<file path="src/rtl/fcw_dsm_pkg.sv">
`timescale 1ns/1ps
package fcw_dsm_pkg;
  // Default widths shared by the modulator, its scaler and its checker
  localparam int unsigned DEF_INT_W  = 8;
  localparam int unsigned DEF_FRAC_W = 16;
  localparam int unsigned DEF_GAIN_W = 12;
  localparam int unsigned DEF_DTC_W  = 10;
endpackage

</file>
<file path="src/rtl/fcw_rst_sync.sv">
`timescale 1ns/1ps
module fcw_rst_sync #(
  parameter int unsigned STAGES = 2
) (
  input  logic clk,
  input  logic arst_n,
  output logic rst_n
);
  logic [STAGES-1:0] stg_q;
  logic [STAGES-1:0] stg_d;

  always_comb begin
    stg_d = {stg_q[STAGES-2:0], 1'b1};
  end

  always_ff @(posedge clk or negedge arst_n) begin
    if (!arst_n) stg_q <= '0;
    else         stg_q <= stg_d;
  end

  assign rst_n = stg_q[STAGES-1];
endmodule

</file>
<file path="src/rtl/fcw_frac_accum.sv">
`timescale 1ns/1ps
module fcw_frac_accum #(
  parameter int unsigned FRAC_W = fcw_dsm_pkg::DEF_FRAC_W
) (
  input  logic              clk,
  input  logic              rst_n,
  input  logic              en,
  input  logic [FRAC_W-1:0] frac,
  output logic              carry,
  output logic [FRAC_W-1:0] residue
);
  localparam int unsigned SUM_W = FRAC_W + 1;

  logic [FRAC_W-1:0] acc_q;
  logic [FRAC_W-1:0] acc_d;
  logic [SUM_W-1:0]  sum;

  // Next state: error-feedback add, residue kept, carry is the dither bit
  always_comb begin
    sum     = {1'b0, acc_q} + {1'b0, frac};
    carry   = en & sum[FRAC_W];
    residue = en ? sum[FRAC_W-1:0] : '0;
    acc_d   = residue;
  end

  always_ff @(posedge clk or negedge rst_n) begin
    if (!rst_n) acc_q <= '0;
    else        acc_q <= acc_d;
  end
endmodule

</file>
<file path="src/rtl/fcw_dtc_scale.sv">
`timescale 1ns/1ps
module fcw_dtc_scale #(
  parameter int unsigned FRAC_W = fcw_dsm_pkg::DEF_FRAC_W,
  parameter int unsigned GAIN_W = fcw_dsm_pkg::DEF_GAIN_W,
  parameter int unsigned DTC_W  = fcw_dsm_pkg::DEF_DTC_W
) (
  input  logic [FRAC_W-1:0] residue,
  input  logic [GAIN_W-1:0] gain,
  output logic [DTC_W-1:0]  code
);
  localparam int unsigned PROD_W = FRAC_W + GAIN_W;

  logic [PROD_W-1:0] prod;
  logic [GAIN_W-1:0] scaled;

  always_comb begin
    prod   = PROD_W'(residue) * PROD_W'(gain);
    scaled = prod[PROD_W-1:FRAC_W];
  end

  generate
    if (GAIN_W > DTC_W) begin : g_sat
      // Scaled value can exceed the code range: clamp to all ones
      assign code = (|scaled[GAIN_W-1:DTC_W]) ? '1 : scaled[DTC_W-1:0];
    end else begin : g_ext
      assign code = DTC_W'(scaled);
    end
  endgenerate
endmodule

</file>
<file path="src/rtl/fcw_dsm_dtc.sv">
`timescale 1ns/1ps
module fcw_dsm_dtc #(
  parameter int unsigned INT_W  = fcw_dsm_pkg::DEF_INT_W,
  parameter int unsigned FRAC_W = fcw_dsm_pkg::DEF_FRAC_W,
  parameter int unsigned GAIN_W = fcw_dsm_pkg::DEF_GAIN_W,
  parameter int unsigned DTC_W  = fcw_dsm_pkg::DEF_DTC_W
) (
  input  logic              clk,
  input  logic              arst_n,
  input  logic              en,
  input  logic [INT_W-1:0]  fcw_int,
  input  logic [FRAC_W-1:0] fcw_frac,
  input  logic [GAIN_W-1:0] dtc_gain,
  output logic [INT_W:0]    ref_code,
  output logic [FRAC_W-1:0] qe,
  output logic              qe_neg,
  output logic [DTC_W-1:0]  dtc_code
);
  localparam int unsigned REF_W = INT_W + 1;

  logic              rst_sync_n;
  logic              carry;
  logic [FRAC_W-1:0] residue;
  logic [DTC_W-1:0]  code;

  logic [REF_W-1:0]  ref_d;
  logic [FRAC_W-1:0] qe_d;
  logic              neg_d;
  logic [DTC_W-1:0]  dtc_d;

  fcw_rst_sync #(.STAGES(2)) u_rst (
    .clk    (clk),
    .arst_n (arst_n),
    .rst_n  (rst_sync_n)
  );

  fcw_frac_accum #(.FRAC_W(FRAC_W)) u_acc (
    .clk     (clk),
    .rst_n   (rst_sync_n),
    .en      (en),
    .frac    (fcw_frac),
    .carry   (carry),
    .residue (residue)
  );

  fcw_dtc_scale #(.FRAC_W(FRAC_W), .GAIN_W(GAIN_W), .DTC_W(DTC_W)) u_scale (
    .residue (residue),
    .gain    (dtc_gain),
    .code    (code)
  );

  // Next-state of the output stage
  always_comb begin
    ref_d = REF_W'(fcw_int) + REF_W'(carry);
    qe_d  = residue;
    neg_d = en & ~residue[FRAC_W-1];
    dtc_d = en ? code : '0;
  end

  always_ff @(posedge clk or negedge rst_sync_n) begin
    if (!rst_sync_n) begin
      ref_code <= '0;
      qe       <= '0;
      qe_neg   <= 1'b0;
      dtc_code <= '0;
    end else begin
      ref_code <= ref_d;
      qe       <= qe_d;
      qe_neg   <= neg_d;
      dtc_code <= dtc_d;
    end
  end
endmodule

</file>
<file path="config.mk">
export PLATFORM = sky130hd
export DESIGN_NAME = fcw_dsm_dtc
export DESIGN_NICKNAME = d
export VERILOG_FILES = /design/src/rtl/fcw_dsm_pkg.sv /design/src/rtl/fcw_rst_sync.sv /design/src/rtl/fcw_frac_accum.sv /design/src/rtl/fcw_dtc_scale.sv /design/src/rtl/fcw_dsm_dtc.sv
export SDC_FILE = /design/constraint.sdc
export NUM_CORES = 1
export LEC_CHECK = 0
export BUFFER_PORTS_ARGS = -buffer_cell sky130_fd_sc_hd__buf_2
export CORE_MARGIN = 1.5
export CORE_UTILIZATION = 55
export DETAILED_ROUTE_END_ITERATION = 12
export PLACE_DENSITY_LB_ADDON = 0.05
export SYNTH_ARGS = -nofsm -noshare
export SYNTH_HDL_FRONTEND = slang
export SYNTH_HIERARCHICAL = 1
export SYNTH_SLANG_ARGS = --single-unit
</file>
<file path="constraint.sdc">
create_clock -name clk -period 2.2 [get_ports clk]
set_clock_uncertainty 0.15 [all_clocks]
set_input_delay 0.44 -clock clk [delete_from_list [all_inputs] [get_ports clk]]
set_output_delay 0.44 -clock clk [all_outputs]
set_load 0.01 [all_outputs]
</file>
==> summary.md, run 1 <==
| Metric | Value |
|---|---|
| Outcome | complete, but fails checks |
| Failing checks | negative setup slack |
| DR WL/cell | 16.5 um |
| Most common cell after layout, fill and taps aside | inv_1 |
| Routed vias | 7045 |
| Vias in the first global route | 7779 |
| Layout cells sized above 1 | 0.330 |
| Fin. Hold Viols | 0 |
| Worst r2r src | u_acc/acc_q[0]$_DFF_PN0_ |
| Max stage delay on crit path | 0.54 ns |
| Avg Vias per Cell | 5.28 |
| Mapped Area | 0.00836 mm2 |
| Yosys top cell by area | fa_1 |
| Critical path arrival | 7.00 ns |
| Total GRT Usage | 0.292 |
| Final period util | 3.16 |
| DIE AREA | 0.0159 mm2 |
| Top cells by area, synth | fa_1 34%, dfrtp_1 16%, ha_1 12% |
| Initial drt markers | 392 |
| Max_cap viols | 0 |
| First-pass GRT wire length | 37000 um |
| Largest net degree at the start of global routing | 53 |
| Final wirelength | 22100 um |
| Top-area cell type share of the netlist area | 0.335 |
| DR pass1 iterations | 5 |
| CTS tree | built |
| Total DRC errors in the routed layout | 0 |
| Mapped Nets | 1167 |
| Worst hold path class | primary input to register |
| Startpoint types | register |
| EDFF count, synth | 0 |
| Gate Count Post-Synth | 908 |
| Core Rows | 44 |
| RSZ-0062 raised after global routing | true |
| Synthesis-to-layout area growth | 32.4% |
| Maximum clock rate | 144 MHz |
| DP Worst Slack | -4.96 ns |
| Post-layout min period | 6.95 ns |
| Count of cell types in the netlist | 63 |
| Synth Flop Type | dfrtp_1 |
| Final setup vio count | 40 |
| N_diodes | 0 |
| Max-slew violations | 0 |
| Clock root buffer | clkbuf_16 |
| Initial Util | 0.569 |
| Setup crit start | u_acc/acc_q[0]$_DFF_PN0_ |
| Worst-skew pair later-pin latency | 0.31 ns |
| Hold Crit Start | fcw_int[7] |
| Least-Margin Pin Slew | 0.682 ns |
| Die X | 126 um |
| Most frequent cells in the layout | 177 x inv_1, 169 x buf_4, 151 x nand2_1 |
| Worst setup margin | -4.75 ns |
| Hold slack | 0.182 ns |
| Util after Layout | 0.753 |
| Worst path slowest cell | fa_1 |
| Grt total ovfl | 0 |
| Crit path kind | register to register |
| Number of synthesized register bits | 54 |
| Ys async rst share | 1.00 |
| Initial antenna violation count | 0 |
| Post-synthesis sequential area ratio | 0.162 |
| Clock Sinks | 54 |
| H-tree levels | 2 |
| Die height | 126 um |
| Worst Path Max Fanout | 5 |
| Synthesis warning total | 6 |
| Relative slew slack | 0.545 |
| Final HPWL DP | 17300 um |
| Layout Nets | 1409 |
| CTS Buffer Depth | 2 |
| Buffers on Ports | 74 |
| Total I/O pin count | 75 |
| CORE AREA | 0.0147 mm2 |
| Worst endpoint required time | 2.26 ns |
| Nature of the critical path endpoint | register |
| GP Congestion | 0.896 |
| Clock slew at reported path FFs | 0.08 ns |
| TritonCTS buffer count | 5 |
| DRT antenna net count | 0 |
| Syn Area/Cell | 9.21 um2 |
| CP dominant cell by count | fa_1 |
## metal layers
| layer | wire (um) | track usage |
|---|---|---|
| met1 | 9150 | 0.374 |
| met5 | 0 | 0 |
| met4 | 548 | 0.0798 |
| met2 | 11300 | 0.517 |
| met3 | 1120 | 0.0481 |
## path summary, 6_finish.rpt
path                       slack, ns  cells past startpoint                       end
min in group asynchronous       0.22                      1     dtc_code[8]$_DFF_PN0_
max in group asynchronous       1.19                      1  u_acc/acc_q[2]$_DFF_PN0_
setup reg to reg               -4.75                     30     dtc_code[3]$_DFF_PN0_
hold / removal                  0.18                      2     ref_code[7]$_DFF_PN0_
hold reg to reg                 0.21                      0  u_rst/stg_q[1]$_DFF_PN0_
setup / recovery               -4.75                     30     dtc_code[3]$_DFF_PN0_
## final cells by class
cell class	count	area [um2]
multi-input cells	634	6730
fillers	1026	3630
repair buffers	267	1900
flip-flops and latches	54	1350
inverters	188	706
well taps	184	230
clock buffers	5	125
clock inverters	3	28.8
## flip-flops by register name (all words and copies together), names as in the netlist
register	flops
u_acc/acc_q	16
qe	16
ref_code	9
dtc_code	10
qe_neg	1
u_rst/stg_q	2
## repair_timing
action | 4_1_cts | 5_1_grt
hold buffers | 1 | 0
setup buffers | 24 | 22
pin swaps | 15 | 66
endpoints found under the setup margin | 40 | 41
gates resized for setup | 53 | 53
cloned | 1 | 1
endpoints found under the hold margin | 2 | 0
## synth_stat cells, drive strengths merged (3+ instances only)
library cell	count
nand2	157
nor2	15
xnor2	14
a211oi	3
and2	76
nor3	9
o211ai	4
fa	140
o21a	5
a21oi	27
mux2i	6
nand4	7
o31ai	3
nand2b	11
and3	3
o21bai	6
o21ai	14
xor2	6
a21boi	3
a21o	8
dfrtp	54
nand3	11
clkbuf	31
inv	188
ha	80
a31oi	4
## cells by family (layout without fill, tap and decap cells)
kind of cell               count (synthesis)  count (layout)  share of synthesized area
buffers and inverters                    220             463                     0.0994
other                                      1               1                   0.000449
muxes                                      6               6                    0.00763
and+or+nand+nor                          302             302                      0.176
AOI/OAI and AO/OA                         85              85                     0.0793
adders and majority gates                220             220                      0.455
DFF                                       54              54                      0.162
xor gates and xnor gates                  20              20                     0.0210
## through the flow
step                std cells  setup TNS, ns  instance area (um2)
finish                   1335         -57.05                11100
global route             1335         -62.85                11100
CTS                      1315         -55.54                10700
detailed placement       1282         -63.34                10100
global placement         1282         -60.75                10100
floorplan                 908         -49.31                 8540
## worst max-delay path, delay by kind of cell, from the launching register on
| kind | cells | cell delay [ns] |
|---|---|---|
| and+or+nand+nor | 6 | 1.00 |
| adders and majority gates | 8 | 3.06 |
| DFF | 1 | 0.39 |
| AOI/OAI and AO/OA | 7 | 1.27 |
| muxes | 1 | 0.16 |
| buffers and inverters | 8 | 0.81 |
Power of run 1 is not shown: default switching activity piles up to over one toggle a cycle in this logic, so the estimate is an artifact.
==> run 2, diff against run 1 <==
--- a/config.mk
+++ b/config.mk
@@ -6,8 +6,10 @@
 export NUM_CORES = 1
 export LEC_CHECK = 0
 export BUFFER_PORTS_ARGS = -buffer_cell sky130_fd_sc_hd__buf_2
+export CELL_PAD_IN_SITES_DETAIL_PLACEMENT = 1
+export CELL_PAD_IN_SITES_GLOBAL_PLACEMENT = 1
 export CORE_MARGIN = 1.5
-export CORE_UTILIZATION = 55
+export CORE_UTILIZATION = 48
 export DETAILED_ROUTE_END_ITERATION = 12
 export PLACE_DENSITY_LB_ADDON = 0.05
 export SYNTH_ARGS = -nofsm -noshare
==> summary.md, run 2 (synthesized netlist as in run 1, its figures left out) <==
| Metric | Value |
|---|---|
| DR WL/cell | 23.1 um (was 16.5 um) |
| H-tree levels | 2 (unchanged) |
| Layout cells sized above 1 | 0.338 (was 0.330) |
| CORE AREA | 0.0172 mm2 (was 0.0147 mm2) |
| Max_cap viols | 0 (unchanged) |
| Worst path slowest cell | fa_1 (unchanged) |
| CP top delay family | adder cells (unchanged) |
| Largest registers | qe: 16 flops, u_acc/acc_q: 16 flops, dtc_code: 10 flops (unchanged) |
| Max stage delay on crit path | 0.54 ns (about the same) |
| Vias in the first global route | 8780 (was 7779) |
| DIE AREA | 0.0182 mm2 (was 0.0159 mm2) |
| Fill count | 1943 (was 1026) |
| CTS Buffer Depth | 2 (unchanged) |
| Total I/O pin count | 75 (unchanged) |
| TritonCTS buffer count | 5 (unchanged) |
| GP Congestion | 0.828 (was 0.896) |
| Initial antenna violation count | 1 (was 0) |
| Initial drt markers | 365 (was 392) |
| Final period util | 3.29 (was 3.16) |
| Startpoint types | register (unchanged) |
| Worst Path Max Fanout | 5 (unchanged) |
| Final setup vio count | 39 (was 40) |
| DR pass1 iterations | 6 (was 5) |
| Failing checks | negative setup slack (unchanged) |
| Crit path kind | register to register (unchanged) |
| Reg2reg setup slack | -5.04 ns (was -4.75 ns) |
| Worst-skew pair later-pin latency | 0.31 ns (about the same) |
| Buf/Inv on CP | 6 (was 8) |
| Most common cell after layout, fill and taps aside | inv_1 (unchanged) |
| Clock Sinks | 54 (unchanged) |
| Clock slew at reported path FFs | 0.09 ns (was 0.08 ns) |
| DRT antenna net count | 0 (unchanged) |
| Final wirelength | 31800 um (was 22100 um) |
| Total GRT Usage | 0.337 (was 0.292) |
| Most frequent cells in the layout | 178 x inv_1, 158 x buf_4, 152 x nand2_1 (was 177 x inv_1, 169 x buf_4, 151 x nand2_1) |
| CP dominant cell by count | fa_1 (unchanged) |
| FF-to-FF path depth | 28 (was 30) |
| Worst hold path class | primary input to register (unchanged) |
| Synthesis-to-layout area growth | 34.2% (was 32.4%) |
| Core Rows | 48 (was 44) |
| Die height | 135 um (was 126 um) |
| Worst endpoint required time | 2.31 ns (was 2.26 ns) |
| Layout Nets | 1407 (was 1409) |
| Routed vias | 7599 (was 7045) |
| Capture point of the critical path | dtc_code[1]$_DFF_PN0_ (was dtc_code[3]$_DFF_PN0_) |
| Nature of the critical path endpoint | register (unchanged) |
| Initial Util | 0.487 (was 0.569) |
| Least-Margin Pin Slew | 0.722 ns (was 0.682 ns) |
| Grt total ovfl | 0 (unchanged) |
| RSZ-0062 raised after global routing | true (unchanged) |
| Avg Vias per Cell | 5.53 (was 5.28) |
| Post-layout min period | 7.24 ns (was 6.95 ns) |
| Worst r2r src | u_acc/acc_q[0]$_DFF_PN0_ (unchanged) |
| Max-slew violations | 0 (unchanged) |
| Setup crit start | u_acc/acc_q[0]$_DFF_PN0_ (unchanged) |
| Worst setup margin | -5.04 ns (was -4.75 ns) |
| Relative slew slack | 0.519 (was 0.545) |
| Reg2reg end | dtc_code[1]$_DFF_PN0_ (was dtc_code[3]$_DFF_PN0_) |
| Hold slack | 0.178 ns (was 0.182 ns) |
| Buffers on Ports | 74 (unchanged) |
| Largest net degree at the start of global routing | 53 (unchanged) |
| Cell depth of the worst setup path | 28 (was 30) |
| Final HPWL DP | 20600 um (was 17300 um) |
| CTS tree | built (unchanged) |
| Total DRC errors in the routed layout | 0 (unchanged) |
| Maximum clock rate | 138 MHz (was 144 MHz) |
| Clock root buffer | clkbuf_16 (unchanged) |
| First-pass GRT wire length | 46500 um (was 37000 um) |
| Critical path arrival | 7.35 ns (was 7.00 ns) |
| Die X | 135 um (was 126 um) |
| Outcome | complete, but fails checks (unchanged) |
| Fin. Hold Viols | 0 (unchanged) |
==> run 2: area by class of cell <==
| cell class | instances | area, um2 | area share |
|---|---|---|---|
| multi-input combinational | 635 | 6810 | 0.607 |
| timing repair buffer | 264 | 1920 | 0.171 |
| sequential | 54 | 1350 | 0.121 |
| inverter | 188 | 706 | 0.0629 |
| tap | 225 | 282 | 0.0251 |
| clock buffer | 5 | 125 | 0.0111 |
| clock inverter | 3 | 28.8 | 0.00256 |
| antenna | 1 | 2.50 | 0.000223 |
==> run 2: timing repair <==
item                                   in CTS  in global routing
gates cloned                                3                  0
resized for setup                          81                 46
pin swaps                                  64                 39
hold buffers                                1                  0
endpoints found under the hold margin       2                  0
setup endpoints to repair                  40                 43
buffers inserted                           37                 17
==> run 2: metrics by stage <==
step,worst slack (ns),area [um2],TNS (ns),instances,util
6_report,-5.04,11200,-64.76,1375,0.653
5_1_grt,-5.19,11200,-68.24,1375,0.653
4_1_cts,-4.77,10900,-58.97,1363,0.636
3_5_place_dp,-5.08,10100,-64.97,1318,0.589
3_3_place_gp,-4.87,10100,-60.79,1318,0.589
2_1_floorplan,-4.52,8540,-49.31,908,-
==> run 2: worst min-delay path by stage <==
stage | cells after the start | endpoint | from | slack, ns
floorplan | 0 | u_rst/stg_q[0]$_DFF_PN0_ | arst_n | -0.006
global placement | 1 | u_rst/stg_q[0]$_DFF_PN0_ | arst_n | 0.08
detailed placement | 1 | u_rst/stg_q[0]$_DFF_PN0_ | arst_n | 0.08
CTS | 2 | ref_code[7]$_DFF_PN0_ | fcw_int[7] | 0.18
global route | 2 | ref_code[7]$_DFF_PN0_ | fcw_int[7] | 0.18
finish | 2 | ref_code[7]$_DFF_PN0_ | fcw_int[7] | 0.18
==> run 2: routing by layer <==
metal	wire, um	track usage	share of wire	up-vias
li1	-	-	-	3255
met1	11700	0.379	0.37	3938
met2	16900	0.629	0.53	281
met3	1390	0.0492	0.044	125
met4	1860	0.149	0.058	0
met5	0	0	0	-
Power of run 2 is left out for the same reason.
==> run 3, diff against run 2 <==
--- a/config.mk
+++ b/config.mk
@@ -12,6 +12,7 @@
 export CORE_UTILIZATION = 48
 export DETAILED_ROUTE_END_ITERATION = 12
 export PLACE_DENSITY_LB_ADDON = 0.05
+export SETUP_SLACK_MARGIN = 0.3
 export SYNTH_ARGS = -nofsm -noshare
 export SYNTH_HDL_FRONTEND = slang
 export SYNTH_HIERARCHICAL = 1
==> summary.md, run 3 (synthesized netlist as in run 1, its figures left out) <==
| Metric | Value |
|---|---|
| Total I/O pin count | 75 (unchanged) |
| Crit path kind | register to register (unchanged) |
| Buffers on Ports | 74 (unchanged) |
| CP dominant cell by count | fa_1 (unchanged) |
| Most frequent cells in the layout | 177 x inv_1, 166 x buf_4, 151 x nand2_1 (was 178 x inv_1, 158 x buf_4, 152 x nand2_1) |
| Initial antenna violation count | 0 (was 1) |
| N_diodes | 0 (was 1) |
| WHS Endpoint | ref_code[5]$_DFF_PN0_ (was ref_code[7]$_DFF_PN0_) |
| Avg Vias per Cell | 5.54 (was 5.53) |
| FF/Latch Area | 0.00135 mm2 (unchanged) |
| Worst-skew pair later-pin latency | 0.31 ns (about the same) |
| Synthesis-to-layout area growth | 35.4% (was 34.2%) |
| Final period util | 3.33 (was 3.29) |
| Final setup vio count | 42 (was 39) |
| Post-route cell area | 0.0113 mm2 (was 0.0112 mm2) |
| Multi-input gate area | 0.00685 mm2 (was 0.00681 mm2) |
| Largest registers | qe: 16 flops, u_acc/acc_q: 16 flops, dtc_code: 10 flops (unchanged) |
| Clock root buffer | clkbuf_16 (unchanged) |
| Clock slew at reported path FFs | 0.08 ns (was 0.09 ns) |
| Outcome | complete, but fails checks (unchanged) |
| CORE AREA | 0.0172 mm2 (unchanged) |
| DR WL/cell | 23.5 um (was 23.1 um) |
| Routed vias | 7642 (was 7599) |
| DRT antenna net count | 0 (unchanged) |
| First-pass GRT wire length | 46100 um (was 46500 um) |
| Worst hold path class | primary input to register (unchanged) |
| Grt total ovfl | 0 (unchanged) |
| Fill count | 1928 (was 1943) |
| Worst Hold Depth | 2 (unchanged) |
| Max-slew violations | 0 (unchanged) |
| Final wirelength | 32400 um (was 31800 um) |
| Initial drt markers | 371 (was 365) |
| DR pass1 iterations | 5 (was 6) |
| Total DRC errors in the routed layout | 0 (unchanged) |
| GP Congestion | 0.852 (was 0.828) |
| TritonCTS buffer count | 5 (unchanged) |
| Critical path arrival | 7.38 ns (was 7.35 ns) |
| Worst path slowest cell | fa_1 (unchanged) |
| Fin. Hold Viols | 0 (unchanged) |
| Hold slack | 0.190 ns (was 0.178 ns) |
| Startpoint types | register (unchanged) |
| Nature of the critical path endpoint | register (unchanged) |
| Clock Sinks | 54 (unchanged) |
| Util after Layout | 0.659 (was 0.653) |
| Setup crit start | u_acc/acc_q[0]$_DFF_PN0_ (unchanged) |
| Worst r2r src | u_acc/acc_q[0]$_DFF_PN0_ (unchanged) |
| Most common cell after layout, fill and taps aside | inv_1 (unchanged) |
| Post-layout min period | 7.33 ns (was 7.24 ns) |
| Layout cells sized above 1 | 0.344 (was 0.338) |
| RSZ-0062 raised after global routing | true (unchanged) |
| Vias in the first global route | 8900 (was 8780) |
| Worst setup margin | -5.13 ns (was -5.04 ns) |
| Placed Area | 0.0102 mm2 (was 0.0101 mm2) |
| Max stage delay on crit path | 0.58 ns (was 0.54 ns) |
| Final HPWL DP | 21500 um (was 20600 um) |
| Hold Crit Start | fcw_int[5] (was fcw_int[7]) |
| DIE AREA | 0.0182 mm2 (unchanged) |
| Least-Margin Pin Slew | 0.726 ns (was 0.722 ns) |
| Worst Path Max Fanout | 6 (was 5) |
| Relative slew slack | 0.516 (was 0.519) |
| CTS tree | built (unchanged) |
| Total GRT Usage | 0.330 (was 0.337) |
| Reg2reg end | dtc_code[3]$_DFF_PN0_ (was dtc_code[1]$_DFF_PN0_) |
| Initial Util | 0.487 (unchanged) |
| Largest net degree at the start of global routing | 53 (unchanged) |
| Die height | 135 um (unchanged) |
| Worst endpoint required time | 2.25 ns (was 2.31 ns) |
| Die X | 135 um (unchanged) |
| FF-to-FF path depth | 30 (was 28) |
| Maximum clock rate | 136 MHz (was 138 MHz) |
| Core Rows | 48 (unchanged) |
| H-tree levels | 2 (unchanged) |
| CTS Buffer Depth | 2 (unchanged) |
| Failing checks | negative setup slack (unchanged) |
| Max_cap viols | 0 (unchanged) |
| Layout Nets | 1413 (was 1407) |
| Reg2reg setup slack | -5.13 ns (was -5.04 ns) |
-- run 3: changes by cell type in the layout (fill, tap and decap cells not counted), moves of 3 or more --
cell and change:
buf_6 -3, buf_4 +8, fa_2 -4, fa_1 +4
-- run 3: how the worst max path moves through the flow --
stage          depth (start not counted)                    end
5_1_grt                               30  dtc_code[3]$_DFF_PN0_
6_report                              30  dtc_code[3]$_DFF_PN0_
4_1_cts                               29  dtc_code[8]$_DFF_PN0_
2_1_floorplan                         27  dtc_code[5]$_DFF_PN0_
3_3_place_gp                          31  dtc_code[3]$_DFF_PN0_
3_5_place_dp                          29  dtc_code[5]$_DFF_PN0_
-- run 3: what timing repair did --
action,CTS,global route
pin swaps,74,27
gates resized for setup,89,42
endpoints found under the hold margin,2,0
cloned,1,0
buffers inserted,27,13
setup endpoints to repair,44,48
hold buffers,1,0
-- run 3: layer usage --
| metal | track usage | share of wire |
|---|---|---|
| met1 | 0.375 | 0.37 |
| met2 | 0.622 | 0.53 |
| met3 | 0.0447 | 0.044 |
| met4 | 0.134 | 0.054 |
| met5 | 0 | 0 |
-- run 3: layout make-up --
class | count | area share
repair buffers | 271 | 0.175
clock buffers | 5 | 0.0110
clock inverters | 3 | 0.00254
flip-flops and latches | 54 | 0.119
inverters | 188 | 0.0623
well taps | 225 | 0.0249
multi-input cells | 634 | 0.605
-- run 3: critical path: cells and delay by family (launching register included) --
family                   cells  cell delay, ns
AO/OA/AOI/OAI                6            0.94
buffers and inverters        8            0.94
adder cells (fa/ha/maj)      8            3.50
AND/OR/NAND/NOR              7            1.11
flip-flops                   1            0.40
multiplexers                 1            0.16
-- run 3: stage by stage --
step	worst slack (ns)	cells	TNS, ns
2_1_floorplan	-4.52	908	-49.28
3_3_place_gp	-4.89	1330	-61.01
3_5_place_dp	-5.12	1330	-65.10
4_1_cts	-4.78	1367	-59.01
5_1_grt	-5.24	1380	-70.81
6_report	-5.13	1380	-67.81
Power of run 3 is left out for the same reason.
